$ cat src/rtl/bias_seq_pkg.sv
package bias_seq_pkg;

    typedef enum logic [1:0] {
        ST_STARTUP     = 2'd0,
        ST_RUN         = 2'd1,
        ST_STBY_IDLE   = 2'd2,
        ST_STBY_CHARGE = 2'd3
    } bias_state_e;

    localparam int FLAG_COUNT = 3;
    localparam int IDX_ON     = 0;
    localparam int IDX_KEEP   = 1;
    localparam int IDX_OFF    = 2;

endpackage

$ cat src/rtl/flag_sync.sv
module flag_sync #(
    parameter int WIDTH = 3
) (
    input  logic             clk,
    input  logic             rst,
    input  logic [WIDTH-1:0] raw_i,
    output logic [WIDTH-1:0] sync_o
);

    typedef struct packed {
        logic [WIDTH-1:0] s1;
        logic [WIDTH-1:0] s2;
    } sync_t;

    sync_t d, q;

    always_comb begin
        d.s1 = raw_i;
        d.s2 = q.s1;
        if (rst) begin
            d = '0;
        end
    end

    always_ff @(posedge clk) begin
        q <= d;
    end

    assign sync_o = q.s2;

endmodule

$ cat src/rtl/flag_filter.sv
module flag_filter #(
    parameter int STABLE_CYCLES = 4
) (
    input  logic clk,
    input  logic rst,
    input  logic sync_i,
    output logic level_o
);

    localparam int CW = $clog2(STABLE_CYCLES + 1);
    localparam logic [CW-1:0] LAST = CW'(STABLE_CYCLES - 1);

    typedef struct packed {
        logic [CW-1:0] cnt;
        logic          level;
    } filt_t;

    filt_t d, q;

    always_comb begin
        d = q;
        if (sync_i == q.level) begin
            d.cnt = '0;
        end else if (q.cnt == LAST) begin
            d.cnt   = '0;
            d.level = sync_i;
        end else begin
            d.cnt = q.cnt + 1'b1;
        end
        if (rst) begin
            d = '0;
        end
    end

    always_ff @(posedge clk) begin
        q <= d;
    end

    assign level_o = q.level;

endmodule

$ cat src/rtl/bias_fsm.sv
module bias_fsm
    import bias_seq_pkg::*;
(
    input  logic        clk,
    input  logic        rst,
    input  logic        on_ok,
    input  logic        keep_ok,
    input  logic        off_ok,
    input  logic        gate_active,
    input  logic        standby_req,
    output logic        startup_sw_en,
    output logic        ref_en,
    output logic        ctrl_en,
    output logic        switch_permit,
    output bias_state_e state_o
);

    typedef struct packed {
        bias_state_e st;
    } fsm_t;

    fsm_t d, q;

    always_comb begin
        d = q;
        unique case (q.st)
            ST_STARTUP: begin
                if (on_ok) begin
                    d.st = standby_req ? ST_STBY_IDLE : ST_RUN;
                end
            end
            ST_RUN: begin
                if (!off_ok) begin
                    d.st = ST_STARTUP;
                end else if (standby_req) begin
                    d.st = ST_STBY_IDLE;
                end
            end
            ST_STBY_IDLE: begin
                if (!off_ok) begin
                    d.st = ST_STARTUP;
                end else if (!standby_req) begin
                    d.st = ST_RUN;
                end else if (!keep_ok && !gate_active) begin
                    d.st = ST_STBY_CHARGE;
                end
            end
            ST_STBY_CHARGE: begin
                if (!off_ok) begin
                    d.st = ST_STARTUP;
                end else if (!standby_req) begin
                    d.st = ST_RUN;
                end else if (on_ok || gate_active) begin
                    d.st = ST_STBY_IDLE;
                end
            end
            default: d.st = ST_STARTUP;
        endcase
        if (rst) begin
            d.st = ST_STARTUP;
        end
    end

    always_ff @(posedge clk) begin
        q <= d;
    end

    logic charging;
    assign charging      = (q.st == ST_STARTUP) || (q.st == ST_STBY_CHARGE);
    assign startup_sw_en = charging && !gate_active;
    assign ref_en        = (q.st != ST_STARTUP);
    assign ctrl_en       = (q.st != ST_STARTUP);
    assign switch_permit = (q.st == ST_RUN) && !standby_req && off_ok;
    assign state_o       = q.st;

endmodule

$ cat src/rtl/bias_sequencer.sv
module bias_sequencer
    import bias_seq_pkg::*;
#(
    parameter int STABLE_CYCLES = 4
) (
    input  logic       clk,
    input  logic       rst,
    input  logic       vdd_above_on,
    input  logic       vdd_above_keep,
    input  logic       vdd_above_off,
    input  logic       gate_active,
    input  logic       standby_req,
    output logic       startup_sw_en,
    output logic       ref_en,
    output logic       ctrl_en,
    output logic       switch_permit,
    output logic [1:0] state_o
);

    logic [FLAG_COUNT-1:0] raw_flags;
    logic [FLAG_COUNT-1:0] sync_flags;
    logic [FLAG_COUNT-1:0] ok_flags;
    bias_state_e           st;

    assign raw_flags[IDX_ON]   = vdd_above_on;
    assign raw_flags[IDX_KEEP] = vdd_above_keep;
    assign raw_flags[IDX_OFF]  = vdd_above_off;

    flag_sync #(.WIDTH(FLAG_COUNT)) u_sync (
        .clk    (clk),
        .rst    (rst),
        .raw_i  (raw_flags),
        .sync_o (sync_flags)
    );

    for (genvar g = 0; g < FLAG_COUNT; g++) begin : g_filt
        flag_filter #(.STABLE_CYCLES(STABLE_CYCLES)) u_filt (
            .clk     (clk),
            .rst     (rst),
            .sync_i  (sync_flags[g]),
            .level_o (ok_flags[g])
        );
    end

    bias_fsm u_fsm (
        .clk           (clk),
        .rst           (rst),
        .on_ok         (ok_flags[IDX_ON]),
        .keep_ok       (ok_flags[IDX_KEEP]),
        .off_ok        (ok_flags[IDX_OFF]),
        .gate_active   (gate_active),
        .standby_req   (standby_req),
        .startup_sw_en (startup_sw_en),
        .ref_en        (ref_en),
        .ctrl_en       (ctrl_en),
        .switch_permit (switch_permit),
        .state_o       (st)
    );

    assign state_o = st;

endmodule

$ cat config.mk
export PLATFORM = sky130hd
export DESIGN_NAME = bias_sequencer
export DESIGN_NICKNAME = d
export VERILOG_FILES = /design/src/rtl/bias_seq_pkg.sv /design/src/rtl/flag_sync.sv /design/src/rtl/flag_filter.sv /design/src/rtl/bias_fsm.sv /design/src/rtl/bias_sequencer.sv
export SDC_FILE = /design/constraint.sdc
export NUM_CORES = 1
export LEC_CHECK = 0
export BUFFER_PORTS_ARGS = -buffer_cell sky130_fd_sc_hd__clkbuf_2
export CORE_UTILIZATION = 40
export DETAILED_ROUTE_END_ITERATION = 16
export HOLD_SLACK_MARGIN = 0.05
export MAX_ROUTING_LAYER = met4
export SYNTH_ARGS = -nofsm -noshare
export SYNTH_HDL_FRONTEND = slang
export SYNTH_SLANG_ARGS = --single-unit
$ cat constraint.sdc
create_clock -name clk -period 3.1 [get_ports clk]
set_input_delay 0.62 -clock clk [delete_from_list [all_inputs] [get_ports clk]]
set_output_delay 0.62 -clock clk [all_outputs]
set_load 0.01 [all_outputs]
Word-level counts from Yosys, hierarchy flattened
Cells that the tools add are included.

storage, ports and cells
  register bits = 20
  latch bits = 0
  RAM bits = 0
  memory bits (read-only) = 0
  input port bits = 7
  output and inout bits = 6
  word-level logic and storage cells = 57
  memories = 0

cells by class
  $add $sub $neg = 3
  multipliers = 0
  div/mod/pow operators = 0
  $lt $le $gt $ge = 0
  eq/ne operators = 13
  shift operators = 0
  mux-type cells = 11
  bitwise logic cells = 3
  reductions and logical operators = 18

operators by type and width
  cell                                            number
  two-way mux 2 bit                               10
  adder 3 x 1 -> 3 bit (second input constant)    3
  == test 3 x 2 -> 1 bit (second input constant)  3
  OR reduction 3 bit                              3
  != test 4 x 3 -> 1 bit (second input constant)  2
  case mux 2 bit (4 select lines)                 1
  AND reduction 2 bit                             3
  == test 2 bit (second input constant)           2
  logical AND 1 bit                               4
  AND reduction 4 bit                             1
  == test 1 bit                                   3
  zero test 1 bit                                 3
  != test 3 bit (second input constant)           1
  inverter 1 bit                                  3
  == test 2 x 1 -> 1 bit (second input constant)  1
  zero test 2 bit                                 1
  logical OR 1 bit                                2
  != test 2 bit (second input constant)           1
  nonzero test 2 bit                              1

Longest topological paths before layout
Gate-level depths: netlist of run 1.

  word-level depth = 6
  depth in mapped cells = 6
  depth with buffers taken out = 6

Cells and area by module
From an unflattened synthesis of run 1, not the netlist that was laid out.

second synthesis, totals
  cells, all modules = 86
  area, all modules = 914.6 um2

by module, submodules not included
  module       instances  cells an instance  area an instance (um2)  seq. area each (um2)
  flag_filter  3          13                 158.9                   80.1
  bias_fsm     1          32                 257.7                   40.0
  flag_sync    1          15                 180.2                   120.1

Least setup slack after synthesis of run 1
OpenSTA, ideal clock, no wires.

  path type = reg2out
  start point = register u_fsm.q (netlist bit u_fsm.state_o[1])
  end point = output switch_permit
  data arrival time = 1.022 ns
  required time = 2.480 ns
  slack = 1.458 ns
  cell stages (with the launch flop) = 5
  path buffers = 0
  path through = dfxtp_1 > inv_1 > ha_1 > nor2b_1 > and2_2

on the way
  longest elaborated chain between the ends = 3

RTL lines
  what                             RTL line              text
  start: declaration               bias_fsm.sv:22        fsm_t d, q;
  start signal: assignment         bias_fsm.sv:65        q <= d;
  == test 2 x 1 -> 1 bit           bias_fsm.sv:73        assign switch_permit = (q.st == ST_RUN) && !standby_req && off_ok;
  logical AND 1 bit (2 in series)  bias_fsm.sv:73
  end: declaration                 bias_sequencer.sv:16  output logic switch_permit,

Every way passes these cells.

Worst setup path after layout of run 1
Same ends and word-level chain as after synthesis.

==> results of run 1 <==
per-layer routing:
metal | wire length [um] | up-vias
met1 | 568 | 254
met5 | 0 | -
met3 | 50 | 4
met4 | 25 | 0
li1 | - | 318
met2 | 514 | 8
path summary, 6_finish.rpt:
path / cells past startpoint / from / end / slack, ns
max reg2reg: 6 / u_fsm.state_o[1] / u_fsm.state_o[1] / 1.57
min: 1 / g_filt[2].u_filt.q[1] / g_filt[2].u_filt.q[1] / 0.43
max: 5 / u_fsm.state_o[1] / switch_permit / 1.02
min reg2reg: 1 / g_filt[2].u_filt.q[1] / g_filt[2].u_filt.q[1] / 0.43
sequential cells by signal, summed over array words and instances, names as in the netlist:
| signal | cells |
|---|---|
| u_sync.sync_o | 3 |
| u_fsm.state_o | 2 |
| g_filt.u_filt.q | 9 |
| g_filt.u_filt.level_o | 3 |
| u_sync.q | 3 |
cell type report:
type,instances,area (um^2)
clock buffers,4,36.3
fillers,198,1020
inverters,12,45.0
multi-input cells,57,425
flip-flops and latches,20,400
well taps,27,33.8
repair buffers,12,60.1
where the power goes:
part           switching (mW)  leakage (nW)  internal [mW]
Combinational           0.112         0.256         0.0979
Sequential             0.0156         0.163          0.273
Clock                  0.0733        0.0210         0.0716
Total                   0.201         0.440          0.442
through the flow:
step                      instance area (um^2)  utilization, %  cells  total power, mW
after floorplan                            890               -     91            0.455
after global placement                     965            47.7    128            0.504
after detailed placement                   965            47.7    128            0.507
after CTS                                 1000            49.5    132            0.653
after global routing                      1000            49.5    132            0.695
final                                     1000            49.5    132            0.643
layout by cell type, fill, tap and decap left out, drive strengths merged:
cell	Yosys	routed
dfxtp	20	20
clkbuf	0	16
nor2	13	13
inv	12	12
ha	11	11
nor2b	8	8
xnor2	3	3
or3	3	3
mux2i	3	3
a21oi	3	3
o21ai	3	3
nand2	2	2
and2	2	2
o211a	1	1
nand4b	1	1
a21o	1	1
a311oi	1	1
o22ai	1	1
a211oi	1	1
logic make-up (layout without fill, tap and decap cells):
family,after synthesis,in the layout,share of synthesized area (%)
buffers and inverters,14,28,7.17
xor gates and xnor gates,3,3,2.95
muxes,3,3,3.38
DFF,20,20,45.0
and+or+nand+nor,29,29,16.9
adders and majority gates,11,11,15.5
AOI/OAI and AO/OA,11,11,9.14
==> results.cfg, run 1 <==
[timing]
tns_ns = 0
worstMarginPinSlew_ns = 0.279
slew_viol_final = 0
period_needed_ns = 2.08
finalCritPeriodShare_pct = 67.0
rsz0062_at_grt = no
hold_viol_final = 0
finalSetupViolations = 0
hold_ws_ns = 0.426
slew_headroom_pct = 81.4
skew_ns = 0.00595
max_freq_mhz = 481
finalWorstSetupSlack_ns = 1.02

[finish]
drive_gt1_share_pct = 19.0
nNetsFinal = 124
n_antenna_cell = 0
syn_to_final_growth_pct = 12.5

[clock_tree]
htreeDepth = 1
cts_resized = 0
clock_path_buffers = 2
clk_latency_ns = 0.29
hold_buffers = 0
cts_tree = built
clock-sinks = 20
cts_root_buf = clkbuf_4
clk_pin_slew_ns = 0.11
cts_buffers = 3
post_cts_buffers = 0

[setup_path]
crit_fanout = 5
critPathSlowestCell = dfxtp_1
end_kind = output port
crit_buf_inv = 2
cp_data_arrival_time_ns = 1.46
crit_path_cell_trace = inv_1 -> ha_1 -> nor2b_1 -> and2_2 -> clkbuf_2
worstPathRequired_ns = 2.48
cp_top_family = flip-flops
slowest_delay_ns = 0.41
crit_type = reg -> out
start_kind = flip-flop

[drt]
drt-total-wl_um = 1160
viasPerCell = 4.42
routedWlPerCell_um = 8.77
vias = 584
drc = 0
first_pass_iters = 2
drt_iter0_drc = 1
antenna_left = 0

[hold_path]
min_path_type = reg -> reg

[yosys]
yosysTopAreaCell = dfxtp_1
synthTopCellsByArea = dfxtp_1, ha_1, nor2b_1
syn_nets = 109
synthArstFlopShare_pct = 0
synthCells = 91
synth_commonest_cells = dfxtp_1, nor2_1, inv_1
syn_area_um2 = 890
synth_top_area_share_pct = 45.0
yosys_register_bits = 20
ys.flop_type = dfxtp_1
synth_edf_count = 0
yosysUniqueCellTypes = 22
syn_avg_cell_area_um2 = 9.78
synth.most_common_cell = dfxtp_1
synth_seq_area_share_pct = 45.0
yosys_warnings = 0

[grt]
grt_pass1_wl_um = 2130
grt-busiest-layer = met2
antenna_found_initial = 0
grt.met1_usage_pct = 14.9
grt_overflow = 0
gr-usage-met2_pct = 17.4
grt_max_degree = 15
grtUsageMet3_pct = 4.67
grt_pass1_vias = 534
grt.total_usage_pct = 12.2

[power]
ir_worst_vdd_mv = 0.397
p_leak_nw = 0.440
p_per_area_nw_per_um2 = 642

[die]
core_area_um2 = 2020
pin_count = 13
die_w_um = 49.2
die_area_um2 = 2420
rows = 16
start_util_pct = 44.0
die_h_um = 49.2

[outcome]
status = completed

[placement]
io_buffers = 12
globalplace.congestion = 0.869
place_ws_ns = 1.31
dpl.hpwl_um = 931

[flow_run]
cap_violations = 0
Power figures use the tool's default switching activity.
==> run 2: changes to the inputs <==
--- a/config.mk
+++ b/config.mk
@@ -5,6 +5,7 @@
 export SDC_FILE = /design/constraint.sdc
 export NUM_CORES = 1
 export LEC_CHECK = 0
+export ABC_AREA = 1
 export BUFFER_PORTS_ARGS = -buffer_cell sky130_fd_sc_hd__clkbuf_2
 export CORE_UTILIZATION = 40
 export DETAILED_ROUTE_END_ITERATION = 16
==> constraint.sdc (replaced) <==
create_clock -name clk -period 1.9 [get_ports clk]
set_input_delay 0.38 -clock clk [delete_from_list [all_inputs] [get_ports clk]]
set_output_delay 0.38 -clock clk [all_outputs]
set_load 0.01 [all_outputs]
==> run 2 against run 1 <==
Against the previous run: clock skew is 0.00070 ns higher; sequential share of layout area is 1.8 points lower; combinational power is 71% higher; worst setup slack worse by 0.88 ns; clock power is 130% higher; cell count is 17% higher; largest power group unchanged; highest routed layer unchanged.
==> results.cfg, run 2 <==
[clock_tree]
cts_root_buf = clkbuf_4
clk_pin_slew_ns = 0.11
hold_buffers = 0
cts_tree = built
cts_buffers = 3
clk_latency_ns = 0.30
cts_resized = 0
clock-sinks = 20
htreeDepth = 1
clock_path_buffers = 2
post_cts_buffers = 0

[setup_path]
crit_buf_inv = 2
crit_path_cell_trace = inv_1 -> ha_1 -> nor2_1 -> clkbuf_2
crit_type = reg -> out
worstPathRequired_ns = 1.52
critPathSlowestCell = dfxtp_1
end_kind = output port
cp_top_family = flip-flops
slowest_delay_ns = 0.42
crit_fanout = 5
start_kind = flip-flop
cp_data_arrival_time_ns = 1.37

[die]
pin_count = 13
die_w_um = 50.1
rows = 17
start_util_pct = 42.2
die_area_um2 = 2510
core_area_um2 = 2190
die_h_um = 50.1

[yosys]
yosysTopAreaCell = dfxtp_1
yosys_warnings = 0
synthCells = 113
syn_nets = 131
yosys_register_bits = 20
yosysUniqueCellTypes = 20
ys.flop_type = dfxtp_1
synthTopCellsByArea = dfxtp_1, ha_1, nor2_1
synth_commonest_cells = nor2_1, dfxtp_1, inv_1
synth_edf_count = 0
synth_top_area_share_pct = 43.3
syn_area_um2 = 925
synthArstFlopShare_pct = 0
synth.most_common_cell = nor2_1
syn_avg_cell_area_um2 = 8.18
synth_seq_area_share_pct = 43.3

[drt]
routedWlPerCell_um = 8.56
drt-total-wl_um = 1320
viasPerCell = 4.32
drt_iter0_drc = 3
antenna_left = 0
first_pass_iters = 3
vias = 666
drc = 0

[finish]
top_register = g_filt.u_filt.q
largest_register_ff_count = 9
n_antenna_cell = 0
finalNonFillerCells = 154
final_common_cell = nor2_1
final_util_pct = 47.9
syn_to_final_growth_pct = 13.4
mostFrequentLayoutCells = nor2_1, inv_1, dfxtp_1
nNetsFinal = 145
drive_gt1_share_pct = 21.4

[power]
p_per_area_nw_per_um2 = 1120
ir_worst_vdd_mv = 0.415
p_leak_nw = 0.510

[timing]
finalCritPeriodShare_pct = 92.3
max_freq_mhz = 570
finalSetupViolations = 0
tns_ns = 0
hold_viol_final = 0
worstMarginPinSlew_ns = 0.301
period_needed_ns = 1.75
slew_viol_final = 0
slew_headroom_pct = 79.9
skew_ns = 0.00665
hold_ws_ns = 0.252
rsz0062_at_grt = no

[flow_run]
cap_violations = 0

[placement]
globalplace.congestion = 0.753
dpl.hpwl_um = 1050
io_buffers = 12
dp_cells = 150

[hold_path]
min_path_type = in -> reg

[grt]
grt_pass1_wl_um = 2370
grt_overflow = 0
antenna_found_initial = 0
grt.total_usage_pct = 13.2
grt_pass1_vias = 588
grt_max_degree = 13

[outcome]
status = completed
-- run 2: cell types whose count changed after synthesis, sizes merged, moves of 2 or more --
cell | before | now
nor2 | 13 | 27
xnor2 | 3 | 0
o211ai | 0 | 3
and2 | 2 | 0
or3 | 3 | 0
nor2b | 8 | 0
nand2 | 2 | 13
mux2i | 3 | 1
nand3 | 0 | 3
a21oi | 3 | 5
inv | 12 | 22
-- run 2: logic make-up after synthesis --
kind of cell	after synthesis	synth area share [%]
multiplexers	1	1.08
AND/OR/NAND/NOR	44	21.5
flip-flops	20	43.3
AO/OA/AOI/OAI	12	7.71
buffers and inverters	25	11.5
adder cells (fa/ha/maj)	11	14.9
-- run 2: path summary, 6_finish.rpt --
| kind | to | startpoint | slack [ns] | depth (start not counted) |
|---|---|---|---|---|
| min | u_sync.q[3] | vdd_above_on | 0.25 | 3 |
| min reg2reg | u_sync.sync_o[2] | u_sync.q[5] | 0.41 | 2 |
| max reg2reg | u_fsm.state_o[1] | u_fsm.state_o[0] | 0.50 | 9 |
| max | startup_sw_en | u_fsm.state_o[0] | 0.15 | 4 |
-- run 2: through the flow --
stage | power [mW] | setup slack (ns) | area, um^2
global route | 1.25 | 0.0226 | 1050
CTS | 1.19 | 0.124 | 1050
floorplan | 0.748 | 0.532 | 925
detailed placement | 0.843 | 0.468 | 996
finish | 1.17 | 0.147 | 1050
global placement | 0.831 | 0.539 | 996
-- run 2: final cells by class --
cell class / count / area (um^2)
timing repair buffer: 12 / 60.1
sequential: 20 / 400
clock inverter: 1 / 30.0
tap: 28 / 35.0
clock buffer: 3 / 22.5
fill: 209 / 1140
multi-input combinational: 68 / 418
inverter: 22 / 82.6
-- run 2: routing by layer --
layer | up-vias | wire [um] | global-route usage [%]
met1 | 281 | 645 | 15.3
li1 | 366 | - | -
met2 | 15 | 588 | 20.4
met5 | - | 0 | -
met4 | 0 | 27 | 7.14
met3 | 4 | 57 | 3.70
-- run 2: worst register-to-register path: stages, from the launching register on --
cell	delay, ns
dfxtp_1	0.42
inv_1	0.11
ha_1	0.22
inv_1	0.09
or2_1	0.12
nand2_2	0.06
nor2_4	0.12
nand2_1	0.06
nand2_1	0.07
nor2_2	0.03
-- run 2: power by group --
| part | switching, mW | total, mW | internal (mW) | leakage, nW |
|---|---|---|---|---|
| Clock | 0.125 | 0.338 | 0.213 | 0.0279 |
| Combinational | 0.215 | 0.359 | 0.144 | 0.319 |
| Sequential | 0.0289 | 0.475 | 0.447 | 0.163 |
| Total | 0.369 | 1.17 | 0.804 | 0.510 |
